$ cat src/rtl/dskrpt_pkg.sv
package dskrpt_pkg;
  localparam int WORD_W = 16;
  localparam int ERR_LEN = 9;  // fixed error blocks; DEPTH must exceed this

  typedef enum logic [1:0] {
    BLK_CUSTOM = 2'd0,
    BLK_UNSUP  = 2'd1,
    BLK_ABSENT = 2'd2,
    BLK_ALT    = 2'd3
  } blk_kind_t;

  typedef enum logic [1:0] {
    SRC_ZERO  = 2'd0,
    SRC_HDR   = 2'd1,
    SRC_RAM   = 2'd2,
    SRC_FIXED = 2'd3
  } rd_src_t;

  localparam logic [3:0] CC_SUCCESS = 4'h1;
  localparam logic [3:0] CC_FAILURE = 4'hC;

  function automatic logic is_err_kind(input blk_kind_t k);
    return (k == BLK_UNSUP) || (k == BLK_ABSENT);
  endfunction
endpackage

$ cat src/rtl/rpt_payload_ram.sv
module rpt_payload_ram #(
  parameter int DEPTH = 16,
  parameter int W     = 16,
  localparam int AW   = $clog2(DEPTH)
) (
  input  logic          clk,
  input  logic          we,
  input  logic [AW-1:0] waddr,
  input  logic [W-1:0]  wdata,
  input  logic          re,
  input  logic [AW-1:0] raddr,
  output logic [W-1:0]  rdata
);
  logic [W-1:0] mem [DEPTH];

  // Simple dual port, registered read with enable: maps to block RAM.
  always_ff @(posedge clk) begin
    if (we) mem[waddr] <= wdata;
  end

  always_ff @(posedge clk) begin
    if (re) rdata <= mem[raddr];
  end
endmodule

$ cat src/rtl/rpt_fixed_words.sv
module rpt_fixed_words
  import dskrpt_pkg::*;
#(
  parameter int AW = 4
) (
  input  blk_kind_t         kind,
  input  logic [AW-1:0]     idx,
  output logic [WORD_W-1:0] word
);
  // Content of the two hardware-built error blocks, words 1..8.
  always_comb begin
    word = '0;
    if (kind == BLK_UNSUP) begin
      if (idx == AW'(1)) word = 16'h0F03;
      else if (idx == AW'(2)) word = 16'h0002;
    end else if (kind == BLK_ABSENT) begin
      if (idx == AW'(1)) word = 16'h0C11;
      else if (idx == AW'(2)) word = 16'h000B;
    end
  end
endmodule

$ cat src/rtl/rpt_drain_ctrl.sv
module rpt_drain_ctrl
  import dskrpt_pkg::*;
#(
  parameter int DEPTH = 16,
  localparam int AW   = $clog2(DEPTH)
) (
  input  logic              clk,
  input  logic              rst,
  input  logic              irq_en,
  input  logic              ld_valid,
  input  blk_kind_t         ld_kind,
  input  logic [4:0]        ld_cmd,
  input  logic [2:0]        ld_dev,
  input  logic [AW-1:0]     ld_len,
  input  logic              ld_ok,
  input  logic              rd_stb,
  input  logic              irq_ack,
  output logic              full_q,
  output logic              irq_q,
  output logic [7:0]        code_q,
  output logic              perr_q,
  output logic              irq_out_q,
  output logic [AW-1:0]     ptr_q,
  output blk_kind_t         kind_q,
  output logic [WORD_W-1:0] hdr_q,
  output rd_src_t           rd_src
);
  logic [AW-1:0] len_q;
  logic          accept, rd_go, rd_last, irq_d;
  logic [AW-1:0] eff_len;
  logic [3:0]    cc;

  assign accept  = ld_valid && !full_q;
  assign rd_go   = rd_stb && full_q;
  assign rd_last = rd_go && (ptr_q == len_q - AW'(1));
  assign eff_len = is_err_kind(ld_kind) ? AW'(ERR_LEN)
                 : (ld_len == '0) ? AW'(1) : ld_len;
  assign cc      = (!is_err_kind(ld_kind) && ld_ok) ? CC_SUCCESS : CC_FAILURE;
  assign irq_d   = accept ? 1'b1 : (irq_ack ? 1'b0 : irq_q);

  // Source of the word returned by the current read strobe.
  always_comb begin
    if (!full_q)             rd_src = SRC_ZERO;
    else if (ptr_q == '0)    rd_src = SRC_HDR;
    else if (is_err_kind(kind_q)) rd_src = SRC_FIXED;
    else                     rd_src = SRC_RAM;
  end

  always_ff @(posedge clk) begin
    if (rst) begin
      full_q    <= 1'b0;
      irq_q     <= 1'b0;
      code_q    <= 8'hFF;
      perr_q    <= 1'b0;
      irq_out_q <= 1'b0;
      ptr_q     <= '0;
      len_q     <= '0;
      kind_q    <= BLK_CUSTOM;
      hdr_q     <= '0;
    end else begin
      irq_q     <= irq_d;
      irq_out_q <= irq_d && irq_en;
      if (accept) begin
        full_q <= 1'b1;
        ptr_q  <= '0;
        len_q  <= eff_len;
        kind_q <= ld_kind;
        hdr_q  <= {8'(eff_len), ld_dev, ld_cmd};
        code_q <= {ld_dev, 1'b0, cc};
        perr_q <= 1'b0;
      end else begin
        if (ld_valid) perr_q <= 1'b1;
        if (rd_last) begin
          full_q <= 1'b0;
          ptr_q  <= '0;
          len_q  <= '0;
        end else if (rd_go) begin
          ptr_q <= ptr_q + AW'(1);
        end
      end
    end
  end

  a_r5_empty_len_zero: assert property (@(posedge clk) disable iff (rst)
    !full_q |-> (len_q == '0 && ptr_q == '0));
  a_r5_ptr_in_block: assert property (@(posedge clk) disable iff (rst)
    full_q |-> (ptr_q < len_q));
  a_r4_load_raises: assert property (@(posedge clk) disable iff (rst)
    (ld_valid && !full_q) |=> (full_q && irq_q));
  a_r8_reject_flags: assert property (@(posedge clk) disable iff (rst)
    (ld_valid && full_q) |=> perr_q);
  a_r8_reject_keeps_hdr: assert property (@(posedge clk) disable iff (rst)
    (ld_valid && full_q) |=> $stable(hdr_q));
  a_r7_irq_gated: assert property (@(posedge clk) disable iff (rst)
    irq_out_q |-> irq_q);
  a_r10_load_beats_ack: assert property (@(posedge clk) disable iff (rst)
    (ld_valid && !full_q && irq_ack) |=> irq_q);
endmodule

$ cat src/rtl/dsk_status_reporter.sv
module dsk_status_reporter
  import dskrpt_pkg::*;
#(
  parameter int DEPTH = 16,
  localparam int AW   = $clog2(DEPTH)
) (
  input  logic              clk,
  input  logic              rst,
  input  logic              irq_en,
  input  logic              ld_valid,
  input  logic [1:0]        ld_kind,
  input  logic [4:0]        ld_cmd,
  input  logic [2:0]        ld_dev,
  input  logic [AW-1:0]     ld_len,
  input  logic              ld_ok,
  input  logic              pay_we,
  input  logic [AW-1:0]     pay_idx,
  input  logic [WORD_W-1:0] pay_data,
  input  logic              rd_stb,
  input  logic              irq_ack,
  output logic [WORD_W-1:0] rd_data,
  output logic [7:0]        basic_status,
  output logic [7:0]        irq_code,
  output logic              irq_out,
  output logic              proto_err
);
  logic              full_q, irq_q;
  logic [AW-1:0]     ptr_q;
  blk_kind_t         kind_q;
  logic [WORD_W-1:0] hdr_q, ram_q, fix_w, fix_q, hdr_hold_q;
  rd_src_t           rd_src, src_q;

  rpt_drain_ctrl #(.DEPTH(DEPTH)) u_ctrl (
    .clk, .rst, .irq_en, .ld_valid,
    .ld_kind(blk_kind_t'(ld_kind)), .ld_cmd, .ld_dev, .ld_len, .ld_ok,
    .rd_stb, .irq_ack,
    .full_q, .irq_q, .code_q(irq_code), .perr_q(proto_err),
    .irq_out_q(irq_out), .ptr_q, .kind_q, .hdr_q, .rd_src
  );

  // Payload writes are locked out while a block waits to be drained.
  rpt_payload_ram #(.DEPTH(DEPTH), .W(WORD_W)) u_ram (
    .clk, .we(pay_we && !full_q), .waddr(pay_idx), .wdata(pay_data),
    .re(rd_stb), .raddr(ptr_q), .rdata(ram_q)
  );

  rpt_fixed_words #(.AW(AW)) u_fixed (
    .kind(kind_q), .idx(ptr_q), .word(fix_w)
  );

  always_ff @(posedge clk) begin
    if (rst) begin
      src_q      <= SRC_ZERO;
      fix_q      <= '0;
      hdr_hold_q <= '0;
    end else if (rd_stb) begin
      src_q      <= rd_src;
      fix_q      <= fix_w;
      hdr_hold_q <= hdr_q;
    end
  end

  always_comb begin
    unique case (src_q)
      SRC_HDR:   rd_data = hdr_hold_q;
      SRC_RAM:   rd_data = ram_q;
      SRC_FIXED: rd_data = fix_q;
      default:   rd_data = '0;
    endcase
  end

  assign basic_status = {4'b0000, full_q, 2'b00, irq_q};

  a_r6_empty_read_zero: assert property (@(posedge clk) disable iff (rst)
    (rd_stb && !full_q) |=> (rd_data == '0));
  a_r6_hold_between_reads: assert property (@(posedge clk) disable iff (rst)
    (!rd_stb && !$past(rst)) |=> $stable(rd_data));
  a_r1_header_first: assert property (@(posedge clk) disable iff (rst)
    (ld_valid && !full_q) |=> (hdr_q[4:0] == $past(ld_cmd) && hdr_q[7:5] == $past(ld_dev)));
endmodule

$ cat config.mk
export PLATFORM = sky130hd
export DESIGN_NAME = dsk_status_reporter
export DESIGN_NICKNAME = d
export VERILOG_FILES = /design/src/rtl/dskrpt_pkg.sv /design/src/rtl/rpt_payload_ram.sv /design/src/rtl/rpt_fixed_words.sv /design/src/rtl/rpt_drain_ctrl.sv /design/src/rtl/dsk_status_reporter.sv
export SDC_FILE = /design/constraint.sdc
export NUM_CORES = 1
export LEC_CHECK = 0
export BUFFER_PORTS_ARGS = -buffer_cell sky130_fd_sc_hd__buf_2
export CORE_ASPECT_RATIO = 0.9
export CORE_MARGIN = 2
export CORE_UTILIZATION = 50
export CTS_CLUSTER_SIZE = 10
export DETAILED_ROUTE_END_ITERATION = 8
export PLACE_DENSITY_LB_ADDON = 0.1
export SYNTH_ARGS = -nofsm -noshare
export SYNTH_HDL_FRONTEND = slang
export SYNTH_SLANG_ARGS = --single-unit
$ cat constraint.sdc
create_clock -name clk -period 7.61 [get_ports clk]
set_input_delay 1.1415 -clock clk [delete_from_list [all_inputs] [get_ports clk]]
set_output_delay 1.1415 -clock clk [all_outputs]
set_load 0.05 [all_outputs]
# [Yosys cells after proc, flatten, opt, wreduce, memory -nomap -nowiden]
# Memory sizes are Yosys's and may differ from the RTL's. A register that Yosys moved wholly into a read port is not among the register bits.
# Index checks and enable logic that the tools add are counted.
[word_totals] mem_bits_rw=256 latch_bits=0 ff_bits=64 elab_cells=61 input_bits=42 n_memories=1 romBits=0 output_inout_bits=34
[mem_list] name="u_ram.mem" words=16 word_bits=16 rd=1 rd_ports_with_merged_regs=1 write_ports=1 line="rpt_payload_ram.sv:14" text="logic [W-1:0] mem [DEPTH];"
[op_classes] div_mod_pow=0 n_lt_le_gt_ge=0 muxes=21 shift=0 add_sub_neg=2 eq_ne=10 n_reduce_logical=15 mul=0 bitwise_logic=0
[op_table] op="$mux W16" count=4
[op_table] op="$pmux W16 S3" count=1
[op_table] op="$mux W4" count=6
[op_table] op="$eq A2 B2 Y1 const B" count=4
[op_table] op="$logic_not A4 Y1" count=2
[op_table] op="$mux W1" count=7
[op_table] op="$eq A2 B1 Y1 const B" count=3
[op_table] op="$logic_and A1 B1 Y1" count=6
[op_table] op="$mux W2" count=3
[op_table] op="$add A4 B1 Y4 const B" count=1
[op_table] op="$eq A4 B1 Y1 const B" count=1
[op_table] op="$eq A4 B2 Y1 const B" count=1
[op_table] op="$eq A4 B4 Y1" count=1
[op_table] op="$sub A4 B1 Y4 const B" count=1
[op_table] op="$reduce_or A3 Y1" count=1
[op_table] op="$logic_not A1 Y1" count=2
[op_table] op="$logic_or A1 B1 Y1" count=2
[op_table] op="$reduce_bool A2 Y1" count=1
[op_table] op="$reduce_or A2 Y1" count=1

# [Depth between registers and ports, before layout]
# Gate-level depths: netlist (run 1).
[depth] depth_word=5 mapped_depth=9 ltp_nobuf=6

# [Hierarchy]
# Synthesis (run 1) repeated with hierarchy kept, for this count alone.
[unflattened] cells_unflattened=751 hier_area_um2=13371.6
[modules_own_cells] mod="rpt_payload_ram" seq_area_each_um2=8167.8 area_each_um2=10203.5 n_inst=1 cells_each=432
[modules_own_cells] mod="dsk_status_reporter" seq_area_each_um2=680.7 area_each_um2=1674.1 n_inst=1 cells_each=159
[modules_own_cells] mod="rpt_drain_ctrl" seq_area_each_um2=640.6 area_each_um2=1322.5 n_inst=1 cells_each=137
[modules_own_cells] mod="rpt_fixed_words" seq_area_each_um2=0.0 area_each_um2=171.4 n_inst=1 cells_each=23

# [Worst setup path after synthesis (run 1)]
# OpenSTA, ideal clock, no wires.
[synth_path] kind="input-to-reg" from="input port pay_we" to="memory u_ram.mem[8][0], enable pin" path_buffers=0 setup_slack_ns=4.426 path_stages=3 t_required_ns=7.201 arrival_time_ns=2.775 cell_sequence="nand2b_1 > or3b_1 > nor3_1"
[synth_via] elab_chain_len=3
[synth_lines] item="from (decl)" line="dsk_status_reporter.sv:16" text="input logic pay_we,"
[synth_lines] item="$logic_and A1 B1 Y1" line="dsk_status_reporter.sv:43" text=".clk, .we(pay_we && !full_q), .waddr(pay_idx), .wdata(pay_data),"
[synth_lines] item="$mux W1" line="rpt_payload_ram.sv:18" text="if (we) mem[waddr] <= wdata;"
[synth_lines] item="$mux W1 (implied by the code)" line="rpt_payload_ram.sv:18"
[synth_lines] item="to (decl)" line="rpt_payload_ram.sv:14"
# Every way passes these cells.

# [Worst setup path in the final report (run 1)]
[layout_path] from="register src_q[1]" to="output port rd_data[14]"
[layout_via] elab_chain_len=2
[layout_lines] item="from (decl)" line="dsk_status_reporter.sv:31" text="rd_src_t rd_src, src_q;"
[layout_lines] item="from (signal assigned)" line="dsk_status_reporter.sv:57" text="src_q <= rd_src;"
[layout_lines] item="$eq A2 B2 Y1 or $eq A2 B1 Y1 (tied branches)" line="dsk_status_reporter.sv:64" text="unique case (src_q)"
[layout_lines] item="$pmux W16 S3 (*)" line="dsk_status_reporter.sv:64"
[layout_lines] item="to (decl)" line="dsk_status_reporter.sv:21" text="output logic [WORD_W-1:0] rd_data,"
# Mark *: on every way between the ends. The rest lies on a longest branch, timed or not.

==> results.cfg, run 1 <==
[outcome]
status = completed

[cts]
root_buffer = clkbuf_16
cts_sinks = 324
clock_latency_ns = 0.52
htreeDepth = 2
numCtsBuffers = 38
cts_setup_buffers = 0
cts_tree = done
ctsHoldBuffers = 0
path_clk_slew_ns = 0.05
post_cts_resized = 0
clockBufferDepth = 3

[routing]
dr.pass1.iters = 5
wl_um = 27000
post_drt_wl_per_cell_um = 23.4
routed_via_density = 5.71
drt_iter0_drc = 518
ant_nets = 0
drcViolationCount = 0
dr_total_vias = 6592

[critical_path]
slowest_delay_ns = 0.82
crit_path_max_fanout = 19
required_ns = 6.47
cp.arrival_ns = 2.49
cp-start-kind = flip-flop
crit_family = simple AND/OR/NAND/NOR gates
r2r_slack_ns = 4.67
path_depth = 3
reg2reg_to = u_ram.rdata[6]$_DFFE_PP_
r2r_cells = 4
critPathBufInv = 1
cp-end-kind = output port
slowest_stage = nor2b_1
cp-startpoint = src_q[1]$_SDFFE_PP0P_
worstSetupPathType = flip-flop to output port
endpoint = rd_data[14]
crit_chain = nor2b_1, and2_1, buf_2
r2r_start = u_ctrl.ptr_q[0]$_SDFFE_PP0P_

[logic_synthesis]
yosys.area.top_type = edfxtp_1
ys.flop_type = edfxtp_1
async_reset_ff_share_pct = 0
yosys.area.top_type_share_pct = 64.9
synth_cell_types = 40
netlist_area_sq_mm = 0.0126
syn_avg_cell_area_sq_um = 17.6
ys_seq_area_share_pct = 73.2
synth_area_leaders = edfxtp_1, mux4_2, dfxtp_1
ys_ff_latch = 324
synthCells = 713
synth_edf_count = 272
yosys_warnings = 0

[pwr]
ir_drop_mv = 0.164
power_switching_uw = 769
powerDensity_mw_per_mm2 = 259
power_frac_seq_pct = 53.2
clkPwrFrac_pct = 42.3
switching_share_pct = 20.7
internal_power_uw = 2940
p_leak_uw = 0.00474
p_comb_share_pct = 4.5

[global_route]
grt_max_degree = 71
grt_pass1_wl_um = 41200
grt_pass1_vias = 6849
antenna_found_initial = 2
grt_util_all_layers_pct = 21.2
grt-ovfl-total = 0

[timing]
rsz0062_at_grt = no
tightest_slew_ns = 1.14
max_freq_mhz = 275
skew_ns = 0.0184
timing.final.crit_share_pct = 47.8
maxSlewViolCount = 0
period_needed_ns = 3.64
hold_viol = 0
setup_viol = 0
maxSlewHeadroom_pct = 23.9
finalSetupTns_ns = 0

[finish]
area_delta_synth_final_pct = 13.9
final_area_sq_mm = 0.0143
drive_gt1_share_pct = 25.5
final_core_util_pct = 57.5
layout.nets = 845

[placement]
place_hpwl_um = 16900
place_area_sq_mm = 0.0133
port_buffers = 69
globalplace.congestion = 0.781

[floorplanning]
die_w_um = 171
die_area_sq_mm = 0.0265
core_area_sq_mm = 0.0249
ioPinCount = 76
die_y_um = 155
rows = 55
start_util_pct = 50.5

[min_path]
hold_class = flip-flop to flip-flop
holdCritStartpoint = u_ctrl.hdr_q[8]$_SDFFE_PP0P_

[job]
maxCapViolCount = 0
-- sequential cells by signal, indices dropped and copies added (netlist names), 2 cells and up --
name           cells
u_ram.mem        256
u_ram.rdata       16
hdr_hold_q        12
u_ctrl.hdr_q      12
fix_q              6
u_ctrl.code_q      6
u_ctrl.len_q       4
u_ctrl.ptr_q       4
src_q              2
u_ctrl.kind_q      2
-- how the worst min path moves through the flow --
stage | end | slack [ns] | cells after the start
3_5_place_dp | u_ctrl.hdr_q[8]$_SDFFE_PP0P_ | 0.45 | 2
4_1_cts | u_ctrl.hdr_q[8]$_SDFFE_PP0P_ | 0.45 | 2
5_1_grt | u_ctrl.hdr_q[9]$_SDFFE_PP0P_ | 0.49 | 2
2_1_floorplan | u_ctrl.hdr_q[8]$_SDFFE_PP0P_ | 0.42 | 2
3_3_place_gp | u_ctrl.hdr_q[8]$_SDFFE_PP0P_ | 0.44 | 2
6_report | u_ctrl.hdr_q[8]$_SDFFE_PP0P_ | 0.45 | 2
-- layout by cell type (no fill, tap or decap), drive strengths merged, types with 11 or more instances in the layout --
master	Yosys	routed
mux4	64	64
a22o	11	11
nand2	46	46
dfxtp	52	52
o21ai	20	20
a21oi	18	18
clkbuf	23	52
edfxtp	272	272
nand2b	11	11
a22oi	32	32
nor2	38	38
nor2b	12	12
buf	26	87
mux2i	12	12
-- per-layer routing --
layer / GRT usage (%) / up-vias / routed length, um
met5: 0 / - / 0
met4: 6.74 / 0 / 747
met3: 4.09 / 57 / 1880
met2: 34.5 / 234 / 13000
met1: 29.3 / 3372 / 11400
li1: - / 2929 / -
-- cell usage after synthesis, types with 4 or more instances --
library cell,count
edfxtp_1,272
mux4_2,64
dfxtp_1,52
nand2_1,46
nor2_1,37
a22oi_1,32
clkbuf_1,23
a21oi_1,18
o21ai_0,15
mux2i_1,12
nor2b_1,12
a22o_1,11
nand2b_1,11
buf_2,10
buf_4,10
inv_1,10
nand3_1,9
nor3_1,9
xnor2_1,9
and2_1,8
ha_1,7
buf_6,5
o21ai_1,5
mux2_2,4
-- per-stage QoR --
step           power [uW]  cells  worst slack [ns]  hold slack [ns]
2_1_floorplan        2120    718              4.43            0.422
3_3_place_gp         2170   1098              4.41            0.440
3_5_place_dp         2180   1098              4.27            0.447
4_1_cts              3750   1153              3.95            0.454
5_1_grt              3830   1153              3.86            0.487
6_report             3710   1154              3.97            0.450
-- logic make-up after synthesis --
logic type / Yosys count / synth area share, %
and+or+nand+nor: 141 / 5.24
muxes: 80 / 12.8
adders and majority gates: 7 / 0.696
AOI/OAI and AO/OA: 90 / 4.86
DFF: 324 / 73.2
other: 1 / 0.0298
xor gates and xnor gates: 11 / 0.766
buffers and inverters: 59 / 2.46
-- final cells by class --
class	count	area, sq um
fillers	1893	10600
repair buffers	87	480
clock inverters	3	36.3
clock buffers	52	1020
multi-input cells	335	3110
well taps	342	428
inverters	10	37.5
flip-flops and latches	324	9210
diodes	1	2.50
-- power groups by stage --
stage	Sequential [uW]	Clock, uW	Combinational [uW]
after global placement	2010	0	165
final	1970	1570	167
after global routing	1980	1670	183
after CTS	1970	1600	170
after floorplan	2010	0	109
after detailed placement	2010	0	169
-- worst reg2reg max path, stage by stage, from the launching register on --
cell	delay, ns
dfxtp_4	0.77
buf_4	0.80
mux4_2	0.65
a22oi_1	0.26
nand2_1	0.18
Note: power is estimated with default switching activity, not from simulation.
==> run 2, diff against run 1 <==
==> constraint.sdc (replaced) <==
create_clock -name clk -period 3.2 [get_ports clk]
set_input_delay 0.48 -clock clk [delete_from_list [all_inputs] [get_ports clk]]
set_output_delay 0.48 -clock clk [all_outputs]
set_load 0.05 [all_outputs]
==> run 2 against run 1 <==
Effect of this change:
- wire length up 2.0%
- sequential power up 140%
- combinational power is 140% higher
- die area is the same
- non-clock buffer count up 20
- cell count grew 1.6%
- global-route usage is 0.14 points higher
- critical path depth unchanged
- clock skew about the same
- highest routed layer unchanged
- first-iteration DRC count grew 0.19%
==> results.cfg, run 2 (synthesized netlist as in run 1, its figures left out) <==
[critical_path]
crit_path_max_fanout = 21
slowest_stage = dfxtp_1
cp-end-kind = output port
cp-start-kind = flip-flop
crit_chain = nor2b_1, a22o_1, buf_2
slowest_delay_ns = 0.76
cp.arrival_ns = 2.11
worstSetupPathType = flip-flop to output port
required_ns = 2.72

[floorplanning]
die_y_um = 155
core_area_sq_mm = 0.0249
die_w_um = 171
die_area_sq_mm = 0.0265
rows = 55
start_util_pct = 50.5
ioPinCount = 76

[pwr]
powerDensity_mw_per_mm2 = 611
ir_drop_mv = 0.462
p_leak_uw = 0.00485

[finish]
reg_top3 = u_ram.mem (256), u_ram.rdata (16)
seqCellArea_sq_mm = 0.00921
multi_input_area_sq_mm = 0.00311
finalNonFillerCells = 1173
regMostFlops = u_ram.mem
insertedDiodeCount = 0
area_delta_synth_final_pct = 15.3
layout.nets = 865
largest_reg_flops = 256
final_cell_mix = edfxtp_1, buf_2, mux4_2, dfxtp_1, nand2_1
n_fill_cell = 1921
mostFrequentLayoutCell = edfxtp_1
drive_gt1_share_pct = 27.4
final_core_util_pct = 58.2

[cts]
cts_sinks = 324
path_clk_slew_ns = 0.06
root_buffer = clkbuf_16
clockBufferDepth = 3
cts_setup_buffers = 0
numCtsBuffers = 38
cts_tree = done
ctsHoldBuffers = 0
post_cts_resized = 0
htreeDepth = 2
clock_latency_ns = 0.52

[timing]
setup_viol = 0
hold_viol = 0
layout_setup_ws_ns = 0.609
max_freq_mhz = 386
tightest_slew_ns = 0.817
maxSlewViolCount = 0
timing.final.crit_share_pct = 81.0
skew_ns = 0.0185
maxSlewHeadroom_pct = 45.5
finalSetupTns_ns = 0
rsz0062_at_grt = no
period_needed_ns = 2.59

[global_route]
grt_util_all_layers_pct = 21.4
grt_pass1_wl_um = 41400
antenna_found_initial = 1
grt_pass1_vias = 6758
grt-ovfl-total = 0
grt_max_degree = 45

[placement]
port_buffers = 69
post-place-ws_ns = 0.905
place_inst = 1118
place_hpwl_um = 17700
globalplace.congestion = 0.834

[routing]
post_drt_wl_per_cell_um = 23.5
drt_iter0_drc = 519
routed_via_density = 5.70
drcViolationCount = 0
ant_nets = 0
dr.pass1.iters = 5
dr_total_vias = 6684
wl_um = 27500

[outcome]
status = completed

[job]
maxCapViolCount = 0

[min_path]
hold_class = input port to flip-flop
## run 2: cell types whose count changed in the layout (fill, tap and decap cells not counted)
cell,change
diode_2,-1
inv_16,+1
clkinvlp_4,+1
clkinv_8,-2
buf_4,+18
inv_6,+1
clkinv_1,-1
buf_12,+2
## run 2: critical path, delay by kind of cell, from the launching register on
family / cells / cell delay [ns]
AOI/OAI and AO/OA: 1 / 0.20
buffers and inverters: 1 / 0.26
DFF: 1 / 0.76
and+or+nand+nor: 1 / 0.38
## run 2: cell type report
type	instances	area share (%)
inverter	10	0.259
timing repair buffer	107	4.52
tap	342	2.95
multi-input combinational	335	21.4
clock inverter	3	0.250
sequential	324	63.5
clock buffer	52	7.06
## run 2: through the flow
stage / hold slack [ns] / power, uW / cell area, sq um
global placement: 0.438 / 5180 / 13400
detailed placement: 0.456 / 5190 / 13400
CTS: 0.146 / 8960 / 14500
floorplan: 0.422 / 5040 / 12600
global route: 0.156 / 9160 / 14500
finish: 0.169 / 8860 / 14500
## run 2: final timing paths
| path | startpoint | to | slack, ns | cells past startpoint |
|---|---|---|---|---|
| hold reg to reg | u_ctrl.hdr_q[10]$_SDFFE_PP0P_ | u_ctrl.hdr_q[10]$_SDFFE_PP0P_ | 0.46 | 2 |
| hold / removal | irq_en | u_ctrl.irq_out_q$_SDFF_PP0_ | 0.17 | 2 |
| setup reg to reg | u_ctrl.full_q$_SDFFE_PP0P_ | u_ram.mem[4][5]$_DFFE_PP_ | 0.95 | 5 |
| setup / recovery | src_q[0]$_SDFFE_PP0P_ | rd_data[5] | 0.61 | 3 |
## run 2: power breakdown
part / total, uW / switching, uW / internal [uW]
Sequential: 4700 / 48.4 / 4650
Clock: 3750 / 1530 / 2220
Combinational: 407 / 261 / 147
## run 2: per-layer routing
layer	up-vias	share of wire [%]	global-route usage, %
li1	2982	-	-
met1	3434	44	30.3
met2	227	49	34.4
met3	41	5.5	3.74
met4	0	2.0	6.34
met5	-	0	0
==> run 3, diff against run 2 <==
==> constraint.sdc (replaced) <==
create_clock -name clk -period 2.1 [get_ports clk]
set_input_delay 0.315 -clock clk [delete_from_list [all_inputs] [get_ports clk]]
set_output_delay 0.315 -clock clk [all_outputs]
set_load 0.05 [all_outputs]
==> run 3 against run 2 <==
Effect of this change:
- power increased by 54%
- die area unchanged
- cell count increased by 2.2%
- clock skew decreased by 0.0047 ns
- critical path type unchanged
- non-clock buffer count increased by 24
- critical endpoint is now rd_data[12]
- wire length increased by 3.6%
==> results.cfg, run 3 (synthesized netlist as in run 1, its figures left out) <==
[timing]
finalSetupTns_ns = 0
max_freq_mhz = 481
skew_ns = 0.0137
period_needed_ns = 2.08
hold_viol = 0
maxSlewViolCount = 0
maxSlewHeadroom_pct = 35.7
timing.final.crit_share_pct = 98.9
rsz0062_at_grt = yes
tightest_slew_ns = 0.962
setup_viol = 0

[critical_path]
cp-start-kind = flip-flop
required_ns = 1.78
crit_path_max_fanout = 10
cp-end-kind = output port
worstSetupPathType = flip-flop to output port
cp.arrival_ns = 1.76

[cts]
cts_tree = done
htreeDepth = 2
numCtsBuffers = 39
cts_sinks = 324
path_clk_slew_ns = 0.05
clockBufferDepth = 3
clock_latency_ns = 0.51
root_buffer = clkbuf_16

[floorplanning]
die_area_sq_mm = 0.0265
core_area_sq_mm = 0.0249
ioPinCount = 76
die_y_um = 155
rows = 55
start_util_pct = 50.5
die_w_um = 171

[pwr]
p_leak_uw = 0.00503
ir_drop_mv = 0.757
powerDensity_mw_per_mm2 = 913
p_total_uw = 13700

[finish]
reg_top3 = u_ram.mem (256), u_ram.rdata (16)
regMostFlops = u_ram.mem
layout.nets = 890
final_cell_mix = edfxtp_1, mux4_2, buf_2, dfxtp_1, buf_4
insertedDiodeCount = 0
largest_reg_flops = 256
final_core_util_pct = 60.1
mostFrequentLayoutCell = edfxtp_1
final_area_sq_mm = 0.0150
drive_gt1_share_pct = 30.6
area_delta_synth_final_pct = 18.9

[routing]
drt_iter0_drc = 563
post_drt_wl_per_cell_um = 23.8
dr_total_vias = 6768
dr.pass1.iters = 4
routed_via_density = 5.64
ant_nets = 0
drcViolationCount = 0
wl_um = 28500

[placement]
place_area_sq_mm = 0.0137
place_hpwl_um = 17800
globalplace.congestion = 0.790
port_buffers = 69

[global_route]
antenna_found_initial = 3
grt_util_all_layers_pct = 22.2
grt_pass1_vias = 6978
grt_pass1_wl_um = 42600
grt-ovfl-total = 0
grt_max_degree = 41

[min_path]
hold_class = input port to flip-flop

[job]
maxCapViolCount = 0

[outcome]
status = completed
## run 3: routing by layer
metal / GRT usage, % / wire, um / up-vias
met1: 31.1 / 12500 / 3486
met4: 6.09 / 575 / 2
met3: 3.71 / 1420 / 43
li1: - / - / 3030
met2: 36.5 / 14000 / 207
met5: 0 / 13 / -
## run 3: path summary, 6_finish.rpt
kind	from	endpoint	slack, ns	cells after the start
max	src_q[0]$_SDFFE_PP0P_	rd_data[12]	0.02	5
min reg2reg	u_ctrl.hdr_q[8]$_SDFFE_PP0P_	u_ctrl.hdr_q[8]$_SDFFE_PP0P_	0.45	2
min	ld_dev[2]	u_ctrl.code_q[7]$_SDFFE_PP1P_	0.02	3
max reg2reg	u_ctrl.ptr_q[0]$_SDFFE_PP0P_	u_ram.rdata[10]$_DFFE_PP_	0.15	5
## run 3: critical path: stages, from the launching register on
cell     delay (ns)
dfxtp_1        0.31
buf_4          0.16
nor2b_1        0.18
buf_4          0.19
and2_1         0.22
buf_6          0.18
## run 3: repair_timing
item | in CTS | in global routing
setup buffers | 0 | 9
endpoints found under the setup margin | 4 | 12
resized for setup | 4 | 15
cloned | 0 | 0
hold endpoints to repair | 2 | 0
hold buffers | 2 | 0
## run 3: layout make-up
| cell class | count | area [sq um] |
|---|---|---|
| Fill cell | 1854 | 9950 |
| Timing Repair Buffer | 131 | 1050 |
| Clock inverter | 4 | 38.8 |
| Multi-Input combinational cell | 335 | 3140 |
| Tap cell | 342 | 428 |
| Clock buffer | 53 | 1050 |
| Sequential cell | 324 | 9210 |
| Inverter | 10 | 37.5 |
## run 3: metrics by stage
step | setup slack, ns | cells | hold WS, ns
after floorplan | -0.0522 | 718 | 0.414
after global placement | 0.141 | 1131 | 0.430
after detailed placement | 0.134 | 1131 | 0.443
after CTS | 0.0184 | 1190 | 0.000502
after global routing | -0.0209 | 1199 | 0.0188
final | 0.0224 | 1199 | 0.0161
## run 3: power by group
| group | switching, uW | internal (uW) |
|---|---|---|
| clock network | 2350 | 3460 |
| logic | 429 | 268 |
| registers | 56.2 | 7080 |
